## config.mk

```make
export PLATFORM = sky130hd
export DESIGN_NAME = mem_lane_unit
export DESIGN_NICKNAME = d
export VERILOG_FILES = /design/src/rtl/mlu_pkg.sv /design/src/rtl/mlu_addr_gen.sv /design/src/rtl/mlu_store_lanes.sv /design/src/rtl/mlu_load_extract.sv /design/src/rtl/mem_lane_unit.sv
export SDC_FILE = /design/constraint.sdc
export NUM_CORES = 1
export LEC_CHECK = 0
export CAP_MARGIN = 20
export CORE_MARGIN = 2
export CORE_UTILIZATION = 30
export DETAILED_ROUTE_END_ITERATION = 10
export HOLD_SLACK_MARGIN = 0.15
export PLACE_DENSITY = 0.76
export SLEW_MARGIN = 20
export SYNTH_ARGS = -nofsm -noshare
export SYNTH_HDL_FRONTEND = slang
export SYNTH_HIERARCHICAL = 1
export SYNTH_SLANG_ARGS = --single-unit
```

## constraint.sdc

```tcl
create_clock -name clk -period 3.9 [get_ports clk]
set_input_delay 0.39 -clock clk [delete_from_list [all_inputs] [get_ports clk]]
set_output_delay 0.39 -clock clk [all_outputs]
set_load 0.03 [all_outputs]
```

## src/rtl/mlu_pkg.sv

```systemverilog
package mlu_pkg;
   typedef enum logic [1:0] {
      SZ_BYTE = 2'b00,
      SZ_HALF = 2'b01,
      SZ_WORD = 2'b10,
      SZ_NONE = 2'b11
   } size_e;

   // upper opcode bits shared by every memory access
   localparam logic [1:0] MEM_CLASS = 2'b11;
endpackage

```

## src/rtl/mlu_addr_gen.sv

```systemverilog
module mlu_addr_gen
   import mlu_pkg::*;
#(
   parameter int ADDR_W = 32,
   parameter int IMM_W  = 16
) (
   input  logic [ADDR_W-1:0] base,
   input  logic [ADDR_W-1:0] reg_off,
   input  logic [IMM_W-1:0]  imm_off,
   input  logic              use_imm,
   input  size_e             size,
   output logic [ADDR_W-1:0] aligned,
   output logic [1:0]        lane_off
);
   localparam int EXT_W = ADDR_W - IMM_W;

   if (ADDR_W <= IMM_W) begin : g_bad_w
      $error("mlu_addr_gen: ADDR_W must exceed IMM_W");
   end

   logic [ADDR_W-1:0] imm_ext;
   logic [ADDR_W-1:0] ea;

   assign imm_ext = {{EXT_W{imm_off[IMM_W-1]}}, imm_off};
   assign ea      = base + (use_imm ? imm_ext : reg_off);

   always_comb begin
      aligned = ea;
      unique case (size)
         SZ_HALF: aligned[0]   = 1'b0;
         SZ_WORD: aligned[1:0] = 2'b00;
         default: aligned      = ea;
      endcase
   end

   assign lane_off = aligned[1:0];
endmodule

```

## src/rtl/mlu_store_lanes.sv

```systemverilog
module mlu_store_lanes
   import mlu_pkg::*;
#(
   parameter int LANES      = 4,
   parameter bit BIG_ENDIAN = 1'b1
) (
   input  logic                 active,
   input  size_e                size,
   input  logic [1:0]           lane_off,
   input  logic [8*LANES-1:0]   data,
   output logic [LANES-1:0]     be,
   output logic [8*LANES-1:0]   wdata
);
   if (LANES != 4) begin : g_bad_lanes
      $error("mlu_store_lanes: LANES must be 4");
   end

   for (genvar k = 0; k < LANES; k++) begin : g_lane
      // address position of this lane within the word
      localparam int POS = BIG_ENDIAN ? (LANES - 1 - k) : k;
      // which byte of a halfword lands on this lane
      localparam int HB  = BIG_ENDIAN ? (1 - (POS % 2)) : (POS % 2);
      localparam logic [1:0] POS2 = 2'(POS);

      always_comb begin
         be[k]          = 1'b0;
         wdata[8*k +: 8] = data[8*k +: 8];
         unique case (size)
            SZ_BYTE: begin
               be[k]          = active && (lane_off == POS2);
               wdata[8*k +: 8] = data[7:0];
            end
            SZ_HALF: begin
               be[k]          = active && (lane_off[1] == POS2[1]);
               wdata[8*k +: 8] = data[8*HB +: 8];
            end
            SZ_WORD: be[k]  = active;
            default: be[k]  = 1'b0;
         endcase
      end
   end
endmodule

```

## src/rtl/mlu_load_extract.sv

```systemverilog
module mlu_load_extract
   import mlu_pkg::*;
#(
   parameter int DATA_W     = 32,
   parameter bit BIG_ENDIAN = 1'b1
) (
   input  size_e              size,
   input  logic [1:0]         lane_off,
   input  logic [DATA_W-1:0]  rdata,
   output logic [DATA_W-1:0]  result
);
   if (DATA_W != 32) begin : g_bad_data
      $error("mlu_load_extract: DATA_W must be 32");
   end

   logic [1:0] byte_lane;
   logic       half_sel;

   if (BIG_ENDIAN) begin : g_big
      assign byte_lane = 2'd3 - lane_off;
      assign half_sel  = ~lane_off[1];
   end else begin : g_little
      assign byte_lane = lane_off;
      assign half_sel  = lane_off[1];
   end

   logic [4:0] byte_bit;
   logic [4:0] half_bit;
   assign byte_bit = {byte_lane, 3'b000};
   assign half_bit = {half_sel, 4'b0000};

   always_comb begin
      unique case (size)
         SZ_BYTE: result = {{(DATA_W-8){1'b0}},  rdata[byte_bit +: 8]};
         SZ_HALF: result = {{(DATA_W-16){1'b0}}, rdata[half_bit +: 16]};
         default: result = rdata;
      endcase
   end
endmodule

```

## src/rtl/mem_lane_unit.sv

```systemverilog
module mem_lane_unit
   import mlu_pkg::*;
#(
   parameter int ADDR_W     = 32,
   parameter int DATA_W     = 32,
   parameter int IMM_W      = 16,
   parameter int OP_W       = 6,
   parameter bit BIG_ENDIAN = 1'b1
) (
   input  logic              clk,
   input  logic              rst_n,
   input  logic              req_valid,
   input  logic [OP_W-1:0]   opcode,
   input  logic [ADDR_W-1:0] base_val,
   input  logic [ADDR_W-1:0] reg_off,
   input  logic [IMM_W-1:0]  imm_off,
   input  logic [DATA_W-1:0] store_data,
   output logic              mem_req,
   output logic              mem_we,
   output logic [ADDR_W-1:0] mem_addr,
   output logic [DATA_W/8-1:0] mem_be,
   output logic [DATA_W-1:0] mem_wdata,
   input  logic              mem_ready,
   input  logic [DATA_W-1:0] mem_rdata,
   output logic              load_valid,
   output logic [DATA_W-1:0] load_data
);
   localparam int LANES = DATA_W / 8;

   if (OP_W != 6) begin : g_bad_op
      $error("mem_lane_unit: OP_W must be 6");
   end

   // opcode decode
   size_e req_size;
   logic  is_store, use_imm, legal;
   assign req_size = size_e'(opcode[1:0]);
   assign is_store = opcode[2];
   assign use_imm  = opcode[3];
   assign legal    = req_valid && (opcode[5:4] == MEM_CLASS) && (req_size != SZ_NONE);

   // outstanding load bookkeeping
   logic       pend_q;
   size_e      pend_size_q;
   logic [1:0] pend_off_q;

   assign mem_req = legal && !pend_q;
   assign mem_we  = is_store;

   logic [1:0] lane_off;

   mlu_addr_gen #(.ADDR_W(ADDR_W), .IMM_W(IMM_W)) u_addr (
      .base     (base_val),
      .reg_off  (reg_off),
      .imm_off  (imm_off),
      .use_imm  (use_imm),
      .size     (req_size),
      .aligned  (mem_addr),
      .lane_off (lane_off)
   );

   mlu_store_lanes #(.LANES(LANES), .BIG_ENDIAN(BIG_ENDIAN)) u_store (
      .active   (mem_req),
      .size     (req_size),
      .lane_off (lane_off),
      .data     (store_data),
      .be       (mem_be),
      .wdata    (mem_wdata)
   );

   logic [DATA_W-1:0] extracted;

   mlu_load_extract #(.DATA_W(DATA_W), .BIG_ENDIAN(BIG_ENDIAN)) u_load (
      .size     (pend_size_q),
      .lane_off (pend_off_q),
      .rdata    (mem_rdata),
      .result   (extracted)
   );

   always_ff @(posedge clk or negedge rst_n) begin
      if (!rst_n) begin
         pend_q      <= 1'b0;
         pend_size_q <= SZ_BYTE;
         pend_off_q  <= 2'b00;
         load_valid  <= 1'b0;
         load_data   <= '0;
      end else begin
         load_valid <= 1'b0;
         if (mem_req && !is_store) begin
            pend_q      <= 1'b1;
            pend_size_q <= req_size;
            pend_off_q  <= lane_off;
         end else if (pend_q && mem_ready) begin
            pend_q     <= 1'b0;
            load_valid <= 1'b1;
            load_data  <= extracted;
         end
      end
   end
endmodule

```

=== Yosys cells after proc, flatten, opt, wreduce, memory -nomap -nowiden ===
Index checks and enable logic that the tools add are counted.

* Add/subtract/negate cells: 2
* Equality and inequality tests: 8
* Shift operators: 2
* Multiplexer cells: 15
* Bitwise operators: 3
* Reduce and logical (&&, ||, !) cells: 20

{| class="wikitable"
|+ Operator list
! cell !! count
|-
| 32-bit one-hot mux with 2 select lines || 1
|-
| 32-bit adder || 1
|-
| 32-bit two-way mux || 1
|-
| 32-bit by 6-bit indexed part select with 16-bit output || 1
|-
| 32-bit by 6-bit indexed part select with 8-bit output || 1
|-
| 8-bit two-way mux || 2
|-
| 8-bit one-hot mux with 2 select lines || 1
|-
| 1-bit one-hot mux with 3 select lines || 4
|-
| 1-bit logical AND || 11
|-
| 2-bit equality test (second input constant) || 4
|-
| 2-bit by 1-bit equality test with 1-bit output (second input constant) || 3
|-
| 2-bit logical NOT || 3
|-
| 1-bit two-way mux || 6
|-
| 2-bit OR reduction || 2
|-
| 1-bit NOT || 3
|-
| 1-bit logical NOT || 2
|-
| 2-bit != test (second input constant) || 1
|-
| 2-bit AND reduction || 1
|-
| 2-bit nonzero test || 1
|-
| 2-bit subtractor (first input constant) || 1
|}

* Register bits after elaboration: 38
* Input port bits: 154
* Output and inout bits: 103
* Word-level logic and storage cells: 55

=== Logic depth before layout (Yosys ltp) ===
Gate-level depths: netlist of run 1.

* Depth in word-level cells: 7
* Depth in mapped cells: 12
* Depth with buffers taken out: 11

=== Modules after synthesis ===
The synthesis of run 1 kept the hierarchy.

{| class="wikitable"
|+ Modules (own cells, without submodules)
! module !! times used !! cells an instance !! area an instance (sq um) !! seq. area each (sq um)
|-
| mlu_addr_gen || 1 || 307 || 2150.8 || 0.0
|-
| mem_lane_unit || 1 || 85 || 1456.4 || 950.9
|-
| mlu_load_extract || 1 || 72 || 491.7 || 0.0
|-
| mlu_store_lanes || 1 || 66 || 484.2 || 0.0
|}

=== Worst setup path after synthesis of run 1 ===
OpenSTA, ideal clock, no wires.

* Path type: in2out
* From: in opcode[3]
* To: out mem_addr[28]
* Arrival: 3.238 ns
* Path slack: 0.272 ns
* Stages: 10
* Buffers on the path: 1
* Cells stage by stage: clkbuf_1 mux2_2 ha_1 and2b_1 o2111ai_2 a31oi_1 a41oi_2 o31ai_2 mux2i_1 xor2_1

* Word-level cells in the longest chain between the ends: 2

{| class="wikitable"
|+ RTL lines
! element !! line !! source
|-
| start: declaration || mem_lane_unit.sv:13 || <nowiki>input logic [OP_W-1:0] opcode,</nowiki>
|-
| 32-bit two-way mux || mlu_addr_gen.sv:25 || <nowiki>assign ea = base + (use_imm ? imm_ext : reg_off);</nowiki>
|-
| 32-bit adder || mlu_addr_gen.sv:25 ||
|-
| end: declaration || mem_lane_unit.sv:20 || <nowiki>output logic [ADDR_W-1:0] mem_addr,</nowiki>
|}

Every way passes these cells.

=== Final worst setup path of run 1 ===
* From: in reg_off[0]
* To: out mem_addr[24]

* Word-level cells in the longest chain between the ends: 2

{| class="wikitable"
|+ RTL lines
! element !! line !! source
|-
| start: declaration || mem_lane_unit.sv:15 || <nowiki>input logic [ADDR_W-1:0] reg_off,</nowiki>
|-
| 32-bit two-way mux || mlu_addr_gen.sv:25 ||
|-
| 32-bit adder || mlu_addr_gen.sv:25 ||
|}

Every way passes these cells.

==> results of run 1 <==
[layout by cell type (no fill, tap or decap), drive strengths merged, types with 3 or more instances in the layout]
master	instances
clkdlybuf4s50	222
buf	119
mux2	66
o21ai	51
dfrtp	38
a21oi	37
nand2	35
nor2	34
inv	32
ha	32
xnor2	19
and2	17
mux2i	17
a21o	13
xor2	10
a221o	8
a22o	6
nand3	6
clkbuf	5
o21a	5
nand2b	5
nand4	5
a31oi	5
nor3	5
o31ai	5
nor2b	4
o211ai	4
a211oi	3
and3	3
a21boi	3
nor4	3
[cells by family (layout without fill, tap and decap cells)]
logic type	count (synthesis)	count (layout)	synth area share
AO/OA/AOI/OAI	153	153	0.2200
XOR/XNOR	29	29	0.05542
adder cells (fa/ha/maj)	33	33	0.09173
buffers and inverters	68	383	0.08135
flip-flops	38	38	0.2075
multiplexers	83	83	0.2026
AND/OR/NAND/NOR	126	126	0.1414
[where the power goes]
part           switching, mW  internal [mW]  leakage, nW  total, mW
combinational           1.10           1.04         3.05       2.14
clock                  0.154          0.299       0.0836      0.452
sequential             0.117          0.525        0.492      0.642
[state kept, by name, summed over array words and instances (netlist names)]
signal	count
load_data	32
pend_q	1
load_valid	1
pend_off_q	2
pend_size_q	2
[cells in the mapped netlist, types with 13 or more instances]
master | instances | area (um2)
dfrtp_1 | 38 | 950.9
a21o_1 | 13 | 97.59
nand2_1 | 35 | 131.4
inv_1 | 32 | 120.1
nor2_1 | 33 | 123.9
ha_1 | 32 | 400.4
a21oi_1 | 35 | 175.2
xnor2_1 | 19 | 166.4
mux2_2 | 62 | 698.2
and2_1 | 17 | 106.4
o21ai_0 | 44 | 220.2
buf_4 | 13 | 97.59
mux2i_1 | 17 | 170.2
[layout make-up]
class / instances / area, um2
well taps: 188 / 235.2
fillers: 1332 / 6903
clock inverters: 3 / 40.04
repair buffers: 343 / 3181
inverters: 32 / 120.1
multi-input cells: 424 / 3535
clock buffers: 5 / 125.1
flip-flops and latches: 38 / 950.9
[worst max-delay path, stage by stage]
cell,delay [ps]
clkdlybuf4s50_1,480
mux2_2,160
ha_1,150
inv_1,60
fa_1,370
and2b_1,280
o2111ai_4,180
a31oi_2,200
a41oi_2,200
o31ai_4,280
buf_4,160
buf_4,100
xor2_1,160
buf_4,190
[per-layer routing]
layer / wire length, um / vias up
met4: 439 / 0
met2: 8176 / 221
met1: 7204 / 2467
met5: 0 / -
met3: 1015 / 36
li1: - / 2538
[through the flow]
stage / area, um2 / util
2_1_floorplan: 4583 / -
3_3_place_gp: 7641 / 0.5064
3_5_place_dp: 7641 / 0.5064
4_1_cts: 7824 / 0.5185
5_1_grt: 8187 / 0.5425
6_report: 8187 / 0.5425
[repair_timing]
item | CTS | global route
pin swaps | 7 | 21
endpoints found under the setup margin | 8 | 16
buffers inserted | 0 | 9
resized for setup | 4 | 57
[worst min path at each step]
stage | start | endpoint | slack (ps)
global placement | load_data[30] | load_data[30] | 490
global route | rst_n | load_data[20] | 310
finish | rst_n | load_data[6] | 220
CTS | rst_n | load_data[6] | 250
detailed placement | load_data[25] | load_data[25] | 490
floorplan | rst_n | load_data[0] | 90
==> results.sh, run 1 <==
export IMPL_die_w_um=127.6
export IMPL_final_antenna_net_count=0
export IMPL_instances_no_fill=1033
export IMPL_endpoint_kind="output port"
export IMPL_critPathCapture="mem_addr[24]"
export IMPL_synth_seq_area_share=0.2075
export IMPL_wl_um=16840
export IMPL_synth_distinct_cells=63
export IMPL_critical_path_arrival_ps=3360
export IMPL_portBuffers=256
export IMPL_rsz0062_at_grt="false"
export IMPL_ios=257
export IMPL_path_max_fanout=3
export IMPL_fin_worst_skew_ps=2.458
export IMPL_synthCells=530
export IMPL_max_slew_margin_rel=0.3840
export IMPL_netlist_area_um2=4583
export IMPL_worst_ir_drop_vdd_v=0.0002252
export IMPL_h_tree_depth=2
export IMPL_cp_start_kind="input pin"
export IMPL_grt_pass1_wl_um=25460
export IMPL_drc=0
export IMPL_grt_use_met3=0.03015
export IMPL_dpl_cell_count=1016
export IMPL_async_flop_share=1.000
export IMPL_synth_edf_count=0
export IMPL_grt_usage=0.1902
export IMPL_synthToLayoutAreaGrowth_pct=78.62
export IMPL_start_util=0.3037
export IMPL_fin_crit_sh=0.9609
export IMPL_critPathRequiredTime_ps=3510
export IMPL_hp_class="in -> async"
export IMPL_r2r_slack_ps=1760
export IMPL_drt_initial_drc_count=236
export IMPL_cap_violations=0
export IMPL_grtUsageMet2=0.3347
export IMPL_power_leakage_nw=3.625
export IMPL_whs_ps=221.1
export IMPL_clock_sinks=38
export IMPL_coreArea_um2=15090
export IMPL_globalRouteOverflowTotal=0
export IMPL_cts_root_buffer="clkbuf_16"
export IMPL_crit_type="in -> out"
export IMPL_finalPower_mw=3.235
export IMPL_vias=5262
export IMPL_grt_max_degree=39
export IMPL_final_nets=1031
export IMPL_finalMaxSlewViolations=0
export IMPL_status="completed"
export IMPL_powerDensity_nw_per_um2=395.2
export IMPL_syn_nets=717
export IMPL_die_area_um2=16280
export IMPL_hold_viol_final=0
export IMPL_r2r_end="load_data[5]"
export IMPL_syn_avg_cell_area_um2=8.647
export IMPL_drive_gt1_frac=0.2899
export IMPL_diodes=0
export IMPL_antenna_found_initial=0
export IMPL_wl_per_cell_um=16.30
export IMPL_top_usage_layer="met2"
export IMPL_yosys_warnings=6
export IMPL_layout_setup_ws_ps=152.4
export IMPL_grt_pass1_vias=5248
export IMPL_cts_tree="done"
export IMPL_hpwl_um=13220
export IMPL_rr_startpoint="pend_size_q[1]"
export IMPL_setup_violations=0
export IMPL_cts_max_path_buffers=2
export IMPL_crit_start="reg_off[0]"
export IMPL_gp_congestion=0.8859
export IMPL_ys_ff_latch=38
export IMPL_first_pass_iters=5
export IMPL_clkSlewWorstSetupHoldPaths_ps=60
export IMPL_final_min_clock_period_ps=3748
export IMPL_numCtsBuffers=5
export IMPL_finalSetupTns_ps=0
export IMPL_worst_pin_slew_ps=923.9
export IMPL_rows=45
export IMPL_vias_per_cell=5.094
export IMPL_met1_usage=0.2410
export IMPL_clk_latency_ps=280
export IMPL_max_freq_ghz=0.2668
export IMPL_synth_ff_type="dfrtp_1"
export IMPL_hold_buffers=0
export IMPL_pre_cts_slack_ps=-113.2
export IMPL_die_y_um=127.6
export IMPL_reg2regPathDepth=4
Note: power is estimated with default switching activity, not from simulation.
==> run 2: changes to the inputs <==
Settings changed: PLACE_DENSITY 0.76 to 0.7.
==> run 2 against run 1 <==
Clock power fell by 11%. Maximum frequency barely moved. First-iteration DRC count fell by 9.7%. Sequential share of layout area rose by 0.19 points. Wire length fell by 2.1%. Die area did not move. Count of clock-buffer cells in the layout rose by 2. Core utilization fell by 0.87 points. Largest power group unchanged.
==> results.sh, run 2 (same netlist as run 1, synthesis figures left out) <==
export IMPL_status="completed"
export IMPL_final_common_cell="clkdlybuf4s50_1"
export IMPL_drive_gt1_frac=0.2631
export IMPL_vias=5111
export IMPL_drt_initial_drc_count=213
export IMPL_rows=45
export IMPL_numCtsBuffers=5
export IMPL_final_nets=1026
export IMPL_vias_per_cell=4.972
export IMPL_antenna_found_initial=0
export IMPL_slowest_stage="clkdlybuf4s50_1"
export IMPL_critPathBufInv=5
export IMPL_stdcell_area_um2=8055
export IMPL_dpl_cell_count=1016
export IMPL_die_y_um=127.6
export IMPL_clkSlewWorstSetupHoldPaths_ps=50
export IMPL_grt_usage=0.1940
export IMPL_r2r_slack_ps=1810
export IMPL_crit_type="in -> out"
export IMPL_whs_ps=228.5
export IMPL_cpMostUsedCell="buf_4"
export IMPL_wl_um=16480
export IMPL_fin_crit_sh=0.9601
export IMPL_crit_family="compound AO/OA/AOI/OAI gates"
export IMPL_start_util=0.3037
export IMPL_setup_violations=0
export IMPL_finalMaxSlewViolations=0
export IMPL_nFillCells=1385
export IMPL_layout_common_cells="clkdlybuf4s50_1, buf_4, mux2_2, o21ai_0, dfrtp_1"
export IMPL_final_min_clock_period_ps=3745
export IMPL_reg2regPathDepth=4
export IMPL_cts_tree="done"
export IMPL_utilization=0.5338
export IMPL_power_leakage_nw=3.562
export IMPL_die_area_um2=16280
export IMPL_layout_setup_ws_ps=155.5
export IMPL_max_freq_ghz=0.2671
export IMPL_diodes=0
export IMPL_cts_root_buffer="clkbuf_16"
export IMPL_fin_worst_skew_ps=2.157
export IMPL_final_antenna_net_count=0
export IMPL_portBuffers=256
export IMPL_cp_slowest_stage_delay_ps=410
export IMPL_globalRouteOverflowTotal=0
export IMPL_h_tree_depth=2
export IMPL_clk_latency_ps=280
export IMPL_coreArea_um2=15090
export IMPL_endpoint_kind="output port"
export IMPL_gp_congestion=0.8777
export IMPL_rr_startpoint="pend_size_q[1]"
export IMPL_wl_per_cell_um=16.03
export IMPL_hpwl_um=13500
export IMPL_cts_max_path_buffers=2
export IMPL_powerDensity_nw_per_um2=390.1
export IMPL_path_max_fanout=3
export IMPL_critical_path_arrival_ps=3350
export IMPL_first_pass_iters=4
export IMPL_hp_class="in -> async"
export IMPL_worst_ir_drop_vdd_v=0.0002252
export IMPL_clock_sinks=38
export IMPL_die_w_um=127.6
export IMPL_top_register="load_data"
export IMPL_worst_pin_slew_ps=871.5
export IMPL_placed_area_um2=7641
export IMPL_crit_chain="clkdlybuf4s50_1 > mux2_4 > ha_4 > buf_4 > a211oi_4 > o211ai_1 > buf_4 > a311oi_2 > buf_4 > nor4_1 > o41ai_2 > nand2b_1 > xor2_1 > buf_4"
export IMPL_grt_pass1_wl_um=25670
export IMPL_instances_no_fill=1028
export IMPL_rsz0062_at_grt="false"
export IMPL_largestRegisters="load_data: 32 flops, pend_off_q: 2 flops, pend_size_q: 2 flops"
export IMPL_max_slew_margin_rel=0.4190
export IMPL_critPathRequiredTime_ps=3510
export IMPL_largest_register_ffs=32
export IMPL_ios=257
export IMPL_r2r_end="load_data[0]"
export IMPL_cap_violations=0
export IMPL_hold_buffers=0
export IMPL_grt_pass1_vias=5080
export IMPL_grt_max_degree=39
export IMPL_synthToLayoutAreaGrowth_pct=75.76
export IMPL_pre_cts_slack_ps=-176.9
export IMPL_hold_viol_final=0
export IMPL_drc=0
export IMPL_cp_start_kind="input pin"
-- run 2: changes by cell type in the layout (fill, tap and decap cells not counted), moves of 3 or more --
| cell | before | now |
|---|---|---|
| o31ai_1 | 1 | 4 |
| a21oi_1 | 29 | 32 |
| buf_6 | 6 | 2 |
| o21ai_0 | 41 | 44 |
| a21oi_2 | 7 | 3 |
| nand2_1 | 32 | 35 |
-- run 2: worst max path at each step --
stage                     from  depth (start not counted)  slack, ps            to
floorplan            opcode[3]                         10        270  mem_addr[28]
global placement     opcode[3]                         14       -140  mem_addr[25]
detailed placement   opcode[3]                         14       -180  mem_addr[28]
CTS                  opcode[3]                         14        0.7  mem_addr[28]
global route        reg_off[0]                         14          4  mem_addr[25]
finish              reg_off[0]                         14        160  mem_addr[25]
-- run 2: stage by stage --
stage               total power [mW]  setup TNS (ps)
global route                   3.327               0
floorplan                      1.812               0
CTS                            3.114               0
detailed placement             2.684          -621.4
finish                         3.142               0
global placement               2.665          -381.0
-- run 2: power breakdown --
part / internal [mW] / switching (mW) / leakage (nW) / total [mW]
Combinational: 1.01 / 1.09 / 3.00 / 2.10
Clock: 0.253 / 0.150 / 0.0739 / 0.403
Sequential: 0.525 / 0.116 / 0.492 / 0.641
Total: 1.79 / 1.35 / 3.56 / 3.14
-- run 2: what timing repair did --
action | in CTS | in global routing
gates resized for setup | 8 | 25
cloned | 0 | 0
buffers inserted | 0 | 4
setup endpoints to repair | 8 | 16
pin swaps | 3 | 8
-- run 2: cell type report --
cell class	count	area, um2	area share
sequential	38	950.9	0.1180
clock inverter	1	5.005	0.0006213
clock buffer	7	142.6	0.01771
tap	188	235.2	0.02920
timing repair buffer	338	3115	0.3868
inverter	32	120.1	0.01491
multi-input combinational	424	3486	0.4327
-- run 2: per-layer routing --
| layer | wire [um] | global-route usage |
|---|---|---|
| met1 | 7277 | 0.2554 |
| met2 | 8015 | 0.3394 |
| met3 | 1085 | 0.03099 |
| met4 | 104 | 0.03361 |
| met5 | 0 | 0 |
-- run 2: worst register-to-register path: cells and delay by family, from the launching register on --
family             cells  cell delay (ps)
AOI/OAI and AO/OA      1              300
DFF                    1              890
muxes                  1              270
and+or+nand+nor        2              510
==> run 3: changes to the inputs <==
Settings changed: PLACE_DENSITY 0.7 to 0.72, SKIP_CTS_REPAIR_TIMING from default to 1.
==> run 3 against run 2 <==
Sequential share of layout area rose by 0.43 points. Maximum frequency rose by 0.45%. Clock skew rose by 2.0 ps. Via count fell by 1.3%. Largest power group unchanged.
==> results.sh, run 3 (same netlist as run 1, synthesis figures left out) <==
export IMPL_fin_worst_skew_ps=4.152
export IMPL_stdcell_area_um2=7772
export IMPL_wl_per_cell_um=15.82
export IMPL_die_w_um=127.6
export IMPL_final_min_clock_period_ps=3728
export IMPL_die_y_um=127.6
export IMPL_numCtsBuffers=5
export IMPL_worst_ir_drop_vdd_v=0.0002332
export IMPL_vias_per_cell=4.950
export IMPL_final_nets=1016
export IMPL_path_max_fanout=3
export IMPL_cap_violations=0
export IMPL_status="completed"
export IMPL_start_util=0.3037
export IMPL_rows=45
export IMPL_instances_no_fill=1019
export IMPL_rsz0062_at_grt="false"
export IMPL_wl_um=16120
export IMPL_worst_pin_slew_ps=901.3
export IMPL_setup_violations=0
export IMPL_finalPower_mw=3.123
export IMPL_r2r_slack_ps=1820
export IMPL_antenna_found_initial=1
export IMPL_max_slew_margin_rel=0.3991
export IMPL_synthToLayoutAreaGrowth_pct=69.59
export IMPL_clock_sinks=38
export IMPL_clkSlewWorstSetupHoldPaths_ps=60
export IMPL_grt_usage=0.1911
export IMPL_crit_start="imm_off[0]"
export IMPL_endpoint_kind="output port"
export IMPL_utilization=0.5151
export IMPL_finalMaxSlewViolations=0
export IMPL_final_common_cell="clkdlybuf4s50_1"
export IMPL_grt_max_degree=39
export IMPL_critPathCapture="mem_addr[28]"
export IMPL_max_freq_ghz=0.2683
export IMPL_die_area_um2=16280
export IMPL_grt_pass1_wl_um=25390
export IMPL_gp_congestion=0.8991
export IMPL_drive_gt1_frac=0.2373
export IMPL_largestRegisters="load_data: 32 flops, pend_off_q: 2 flops, pend_size_q: 2 flops"
export IMPL_crit_type="in -> out"
export IMPL_vias=5044
export IMPL_rr_startpoint="pend_size_q[1]"
export IMPL_cts_tree="done"
export IMPL_hold_viol_final=0
export IMPL_cp_start_kind="input pin"
export IMPL_drc=0
export IMPL_coreArea_um2=15090
export IMPL_hp_class="in -> async"
export IMPL_cts_max_path_buffers=2
export IMPL_drt_initial_drc_count=240
export IMPL_ios=257
export IMPL_clk_latency_ps=280
export IMPL_portBuffers=256
export IMPL_final_antenna_net_count=0
export IMPL_globalRouteOverflowTotal=0
export IMPL_cts_root_buffer="clkbuf_16"
export IMPL_largest_register_ffs=32
export IMPL_grt_pass1_vias=5056
export IMPL_placed_area_um2=7584
export IMPL_critical_path_arrival_ps=3340
export IMPL_top_register="load_data"
export IMPL_critPathRequiredTime_ps=3510
export IMPL_hpwl_um=13570
export IMPL_fin_crit_sh=0.9558
export IMPL_powerDensity_nw_per_um2=401.8
export IMPL_dpl_cell_count=1010
export IMPL_layout_common_cells="clkdlybuf4s50_1, buf_4, mux2_2, o21ai_0, dfrtp_1"
export IMPL_crit_chain="clkdlybuf4s50_1 > mux2_2 > ha_1 > inv_1 > fa_1 > and2b_1 > o2111ai_2 > a31oi_2 > a41oi_2 > o31ai_4 > mux2i_1 > xor2_1 > buf_4"
export IMPL_reg2regPathDepth=4
export IMPL_slowest_stage="clkdlybuf4s50_1"
export IMPL_finalSetupTns_ps=0
export IMPL_h_tree_depth=2
export IMPL_cp_slowest_stage_delay_ps=490
export IMPL_power_leakage_nw=3.487
export IMPL_first_pass_iters=6
export IMPL_r2r_end="load_data[3]"
-- run 3: changes by cell type in the layout (fill, tap and decap cells not counted), sizes merged --
| cell | change |
|---|---|
| dlymetal6s2s | -1 |
| diode | +1 |
| bufinv | +1 |
| clkbuf | -1 |
| buf | -10 |
| clkinv | +1 |
-- run 3: power breakdown --
group / total [mW] / switching (mW) / internal [mW] / leakage, nW
registers: 0.640 / 0.115 / 0.525 / 0.492
clock network: 0.458 / 0.159 / 0.299 / 0.0836
logic: 2.03 / 1.06 / 0.966 / 2.91
total: 3.12 / 1.33 / 1.79 / 3.49
-- run 3: cell type report --
class / instances / area [um2]
clock inverter: 3 / 40.04
inverter: 32 / 120.1
fill: 1408 / 7317
multi-input combinational: 424 / 3286
clock buffer: 5 / 125.1
antenna: 1 / 2.502
tap: 188 / 235.2
sequential: 38 / 950.9
timing repair buffer: 328 / 3013
-- run 3: worst max-delay path, delay by kind of cell --
kind | cells | cell delay [ps]
buf+inv | 3 | 710
simple gates | 1 | 230
xor+xnor | 1 | 150
mux | 2 | 400
compound gates | 4 | 930
fa+ha+maj | 2 | 520
-- run 3: how the worst min path moves through the flow --
stage	end	slack [ps]	depth (start not counted)
after global placement	load_data[9]	480	1
after global routing	load_data[19]	300	1
after CTS	load_data[19]	250	1
final	load_data[19]	220	1
after floorplan	load_data[0]	90	0
after detailed placement	load_data[11]	490	1
-- run 3: through the flow --
step,setup WS (ps),hold WS (ps)
final,172.3,223.5
after global routing,2.146,299.8
after CTS,-272.5,247.9
after detailed placement,-245.2,492.1
after global placement,-292.4,484.8
after floorplan,272.1,94.41
-- run 3: metal layers --
layer	global-route usage	routed length, um
met5	0	0
met3	0.02931	944
met4	0.03491	123
met2	0.3372	7879
met1	0.2489	7175
